<file path="src/rtl/memmap_pkg.sv">
package memmap_pkg;
    // select vector layout, lowest index wins an overlap
    localparam int SEL_W   = 4;
    localparam int SEL_REG = 0;
    localparam int SEL_RAM = 1;
    localparam int SEL_EE  = 2;
    localparam int SEL_ROM = 3;
endpackage

</file>
<file path="src/rtl/memmap_window.sv">
module memmap_window #(
    parameter int ADDR_W     = 16,
    parameter int SIZE_BYTES = 64
) (
    input  logic              en,
    input  logic [ADDR_W-1:0] base,
    input  logic [ADDR_W-1:0] addr,
    output logic              hit
);
    localparam logic [ADDR_W:0] LIMIT = (ADDR_W+1)'(SIZE_BYTES);

    logic [ADDR_W:0] offset;

    always_comb begin
        offset = {1'b0, addr} - {1'b0, base};
        hit    = en && !offset[ADDR_W] && (offset < LIMIT);
    end
endmodule

</file>
<file path="src/rtl/memmap_priority.sv">
module memmap_priority #(
    parameter int N = 4
) (
    input  logic [N-1:0] req,
    output logic [N-1:0] gnt,
    output logic         none
);
    always_comb begin
        gnt  = '0;
        none = 1'b1;
        for (int i = 0; i < N; i++) begin
            if (req[i] && none) begin
                gnt[i] = 1'b1;
                none   = 1'b0;
            end
        end
    end
endmodule

</file>
<file path="src/rtl/memmap_init_reg.sv">
module memmap_init_reg #(
    parameter int               MAP_W     = 8,
    parameter int               WIN_TICKS = 64,
    parameter logic [MAP_W-1:0] RESET_MAP = 8'h01
) (
    input  logic             clk,
    input  logic             rst_n,
    input  logic             e_tick,
    input  logic             test_mode,
    input  logic             wr_hit,
    input  logic [MAP_W-1:0] wdata,
    output logic [MAP_W-1:0] map_q
);
    localparam int              CNT_W = $clog2(WIN_TICKS + 1);
    localparam logic [CNT_W-1:0] LIMIT = CNT_W'(WIN_TICKS);

    typedef struct packed {
        logic [MAP_W-1:0] map;
        logic [CNT_W-1:0] ecnt;
        logic             written;
    } init_state_t;

    init_state_t st_d, st_q;
    logic        win_open;

    always_comb begin
        st_d     = st_q;
        win_open = test_mode || (st_q.ecnt < LIMIT);
        // tick counter saturates at the window length
        if (e_tick && (st_q.ecnt < LIMIT)) begin
            st_d.ecnt = st_q.ecnt + 1'b1;
        end
        if (wr_hit && !st_q.written && win_open) begin
            st_d.map     = wdata;
            st_d.written = 1'b1;
        end
    end

    always_ff @(posedge clk or negedge rst_n) begin
        if (!rst_n) begin
            st_q <= '{map: RESET_MAP, ecnt: '0, written: 1'b0};
        end else begin
            st_q <= st_d;
        end
    end

    assign map_q = st_q.map;
endmodule

</file>
<file path="src/rtl/memmap_decoder.sv">
module memmap_decoder
    import memmap_pkg::*;
#(
    parameter int ADDR_W      = 16,
    parameter int PAGE_BITS   = 4,
    parameter int REG_BYTES   = 64,
    parameter int RAM_BYTES   = 512,
    parameter int INIT_OFFSET = 'h03D,
    parameter int EE_BASE     = 'hB600,
    parameter int EE_BYTES    = 512,
    parameter int ROM_BASE    = 'hD000,
    parameter int ROM_BYTES   = 12288,
    parameter int WIN_TICKS   = 64
) (
    input  logic                   clk,
    input  logic                   rst_n,
    input  logic                   e_tick,
    input  logic                   acc_en,
    input  logic                   rnw,
    input  logic [ADDR_W-1:0]      addr,
    input  logic [2*PAGE_BITS-1:0] wdata,
    input  logic                   test_mode,
    input  logic                   single_chip,
    input  logic                   rom_en,
    input  logic                   ee_en,
    output logic [SEL_W-1:0]       sel,
    output logic                   ext_acc,
    output logic [2*PAGE_BITS-1:0] map_rdata
);
    localparam int MAP_W      = 2 * PAGE_BITS;
    localparam int PAGE_SHIFT = ADDR_W - PAGE_BITS;
    localparam int WIN_SIZE [SEL_W] = '{REG_BYTES, RAM_BYTES, EE_BYTES, ROM_BYTES};

    logic [MAP_W-1:0]  map_q;
    logic [ADDR_W-1:0] win_base [SEL_W];
    logic [SEL_W-1:0]  win_en;
    logic [SEL_W-1:0]  win_hit;
    logic [SEL_W-1:0]  req;
    logic [SEL_W-1:0]  gnt;
    logic              none;
    logic              wr_hit;

    always_comb begin
        win_base[SEL_REG] = {map_q[PAGE_BITS-1:0], {PAGE_SHIFT{1'b0}}};
        win_base[SEL_RAM] = {map_q[MAP_W-1:PAGE_BITS], {PAGE_SHIFT{1'b0}}};
        win_base[SEL_EE]  = ADDR_W'(EE_BASE);
        win_base[SEL_ROM] = ADDR_W'(ROM_BASE);
        win_en[SEL_REG]   = 1'b1;
        win_en[SEL_RAM]   = 1'b1;
        win_en[SEL_EE]    = ee_en;
        win_en[SEL_ROM]   = rom_en || single_chip;
    end

    for (genvar g = 0; g < SEL_W; g++) begin : g_win
        memmap_window #(
            .ADDR_W    (ADDR_W),
            .SIZE_BYTES(WIN_SIZE[g])
        ) u_win (
            .en  (win_en[g]),
            .base(win_base[g]),
            .addr(addr),
            .hit (win_hit[g])
        );
    end

    assign req = win_hit & {SEL_W{acc_en}};

    memmap_priority #(.N(SEL_W)) u_prio (
        .req (req),
        .gnt (gnt),
        .none(none)
    );

    assign sel     = gnt;
    assign ext_acc = acc_en && none;

    assign wr_hit = acc_en && !rnw && gnt[SEL_REG]
                  && (addr[PAGE_SHIFT-1:0] == PAGE_SHIFT'(INIT_OFFSET));

    memmap_init_reg #(
        .MAP_W    (MAP_W),
        .WIN_TICKS(WIN_TICKS),
        .RESET_MAP(MAP_W'(1))
    ) u_init (
        .clk      (clk),
        .rst_n    (rst_n),
        .e_tick   (e_tick),
        .test_mode(test_mode),
        .wr_hit   (wr_hit),
        .wdata    (wdata),
        .map_q    (map_q)
    );

    assign map_rdata = map_q;
endmodule

</file>
<file path="config.mk">
export PLATFORM = sky130hd
export DESIGN_NAME = memmap_decoder
export DESIGN_NICKNAME = d
export VERILOG_FILES = /design/src/rtl/memmap_pkg.sv /design/src/rtl/memmap_window.sv /design/src/rtl/memmap_priority.sv /design/src/rtl/memmap_init_reg.sv /design/src/rtl/memmap_decoder.sv
export SDC_FILE = /design/constraint.sdc
export NUM_CORES = 1
export LEC_CHECK = 0
export ABC_AREA = 1
export ABC_CLOCK_PERIOD_IN_PS = 2800
export BUFFER_PORTS_ARGS = -buffer_cell sky130_fd_sc_hd__buf_4
export CELL_PAD_IN_SITES_DETAIL_PLACEMENT = 1
export CELL_PAD_IN_SITES_GLOBAL_PLACEMENT = 2
export CORE_UTILIZATION = 27
export CTS_CLUSTER_DIAMETER = 200
export CTS_CLUSTER_SIZE = 10
export DETAILED_ROUTE_END_ITERATION = 7
export GPL_ROUTABILITY_DRIVEN = 0
export PLACE_DENSITY = 0.88
export SETUP_SLACK_MARGIN = 0.05
export SLEW_MARGIN = 20
export SYNTH_ARGS = -nofsm -noshare
export SYNTH_HDL_FRONTEND = slang
export SYNTH_SLANG_ARGS = --single-unit
</file>
<file path="constraint.sdc">
create_clock -name clk -period 2.8 [get_ports clk]
set_input_delay 0.56 -clock clk [delete_from_list [all_inputs] [get_ports clk]]
set_output_delay 0.56 -clock clk [all_outputs]
set_load 0.01 [all_outputs]
</file>
==> results.toml <==
[run_status]
outcome = "finished, violations left"
violations = "DRC"

[synthesis]
netlist.area_leader.share_pct = 29.13
avgSynthCellArea_um2 = 7.858
yosysMostFrequentCell = "nand2_1"
synth_ff_type = "dfrtp_1"
ys_seq_area_share_pct = 31.17
async_reset_ff_share_pct = 100.0
synth_fp_nets = 210
synth_edf_count = 0
synthTopCellsByCount = "nand2_1 (45), inv_1 (24), dfrtp_1 (15)"
synth_warnings = 0
netlist_area_um2 = 1289
synth_area_leaders = "dfrtp_1 (29%), nand2_1 (13%), ha_1 (11%)"
synth_cells = 164
synth-seq-cells = 16
synth.distinct_cells = 26
synth_area_leader_cell = "dfrtp_1"

[cells_and_area]
fin_cells = 265
finalNetCount = 260
drive_gt1_share_pct = 36.15
synthToLayoutAreaGrowth_pct = 38.25
diodes = 0

[timing]
tns_ns = 0
setup_viol = 0
worst_pin_slew_ns = 0.2712
whs_ns = 0.1584
rsz0062_at_grt = "yes"
fin_crit_ns = 2.742
period_share_pct = 97.93
max_slew_margin_pct = 81.88
slew_viol_final = 0
max_clock_freq_ghz = 0.3647
hold_violations = 0
finClkSkew_ns = 0.0007950

[die]
ios = 46
core_area_um2 = 4474
die-area_um2 = 5053
initial_core_util_pct = 28.80
die_w_um = 71.09
rows = 24
die_y_um = 71.09

[route]
wire_per_inst_um = 12.63
detail_route.first_pass.iterations = 6
post-route-drc-count = 5
drt_wl_total_mm = 3.348
vias = 1202
ant_nets = 0
drt_iter0_drc = 27
viasPerCell = 4.536

[clock_tree]
cts_tree = "done"
cts.sinks = 16
cts_buffer_depth = 2
cts_buffers = 3
root_buffer = "clkbuf_8"
path_clk_slew_ns = 0.06
clkLatencyLatePin_ns = 0.25
cts_hold_buf = 0
h-tree-depth = 1

[grt]
grt.overflow.total = 0
grt_pass1_wl_mm = 5.685
grt_pass1_vias = 1329
antenna_found_initial = 0
grt_use_total_pct = 14.37
grt_max_degree = 17

[job]
cap_violations = 0

[setup_path]
startpoint_type = "input port"
required_ns = 2.24
crit_type = "input port to output pin"
end_kind = "output pin"
arrival_ns = 2.18
cp_max_fo = 2

[worst_hold_path]
min_path_type = "input port to asynchronous set/reset pin"

[place]
portBuffers = 45
dp.cells = 258
dp_hpwl_mm = 2.803

[power_and_ir_drop]
switching_power_w = 0.0001285
seqPwrFrac_pct = 43.2
p_int_w = 0.0004074
swShare_pct = 23.98
ir_worst_vdd_mv = 0.2813
pwr-share-clk_pct = 38.2
comb_power_share_pct = 18.7
leakagePower_nw = 0.9928
p_total_w = 0.0005358
powerDensity_nw_per_um2 = 300.7
## metal layers
| layer | track usage (%) | up-vias | wire length, µm | share of wire, % |
|---|---|---|---|---|
| met3 | 2.422 | 5 | 148 | 4.4 |
| met1 | 16.87 | 553 | 1501 | 45 |
| li1 | - | 615 | - | - |
| met5 | 0 | - | 0 | 0 |
| met4 | 5.333 | 0 | 50 | 1.5 |
| met2 | 26.18 | 29 | 1649 | 49 |
## power groups by stage
stage               Combinational, W  Clock (W)  Sequential [W]
floorplan                  0.0000357          0        0.000236
global placement           0.0000974          0        0.000235
detailed placement         0.0000995          0        0.000235
CTS                         0.000102   0.000212        0.000231
global route                0.000112   0.000219        0.000231
finish                      0.000100   0.000204        0.000231
## placed cells by master, fill, tap and decap left out
master and instances:
inv_1 21, and3_1 1, nor3_2 1, ha_2 1, xnor2_1 2, dfstp_2 1, nand4_1 10, nand2_1 45
nand3_1 6, nand3_4 1, nand2_2 1, clkbuf_8 4, nand2_4 1, nand3_2 3, o211ai_1 2, nor3_4 1
inv_2 4, nor2_8 1, a21oi_1 3, nor3b_2 1, nor2_1 12, nor3_1 2, ha_1 9, nand3b_1 3
fa_2 2, xor2_1 4, o21bai_1 1, dfrtp_1 15, ha_4 1, buf_4 53, nor2_4 1
## critical path: stages
cell	delay, ns
buf_4	0.09
inv_2	0.04
buf_4	0.13
ha_2	0.17
inv_2	0.06
fa_2	0.41
nand3b_1	0.16
nor2_1	0.12
nand4_1	0.14
nand3_2	0.11
nor2_1	0.04
buf_4	0.14
## layout make-up
cell class,count,area [µm²]
timing repair buffer,53,397.9
clock buffer,4,55.05
sequential,16,401.6
multi-input combinational,115,768.2
tap,52,65.06
fill,565,2693
inverter,25,93.84
## worst paths after layout
kind                                       from         endpoint  slack [ns]  depth (start not counted)
min in group clk                 u_init.st_q[0]   u_init.st_q[0]        0.47                          2
worst min-delay path                      rst_n   u_init.st_q[3]        0.16                          1
max in group asynchronous                 rst_n  u_init.map_q[0]        2.39                          1
worst min register to register   u_init.st_q[0]   u_init.st_q[0]        0.47                          2
worst max-delay path                   addr[12]           sel[3]        0.06                         12
worst max register to register  u_init.map_q[0]  u_init.map_q[3]        0.54                         11
## timing repair
action | 4_1_cts | 5_1_grt
setup endpoints to repair | 4 | 4
buffers inserted | 2 | 1
hold endpoints to repair | 0 | 0
gates resized for setup | 9 | 2
pin swaps | 8 | 3
## registers in the layout (all words and copies together) (netlist names)
signal        cells
u_init.map_q      8
u_init.st_q       8
## cells by family after synthesis
logic type	synth area share, %
adders and majority gates	13.79
DFF	31.17
AOI/OAI and AO/OA	2.912
buffers and inverters	11.94
and+or+nand+nor	36.12
xor gates and xnor gates	4.078
## metrics by stage
| step | area, µm² | utilization [%] | setup WS (ns) |
|---|---|---|---|
| 6_report | 1782 | 39.82 | 0.05796 |
| 3_3_place_gp | 1669 | 37.30 | 0.02893 |
| 4_1_cts | 1769 | 39.54 | 0.02938 |
| 3_5_place_dp | 1669 | 37.30 | -0.04825 |
| 5_1_grt | 1782 | 39.82 | -0.04311 |
| 2_1_floorplan | 1289 | - | 0.1788 |
Power figures use the tool's default switching activity.
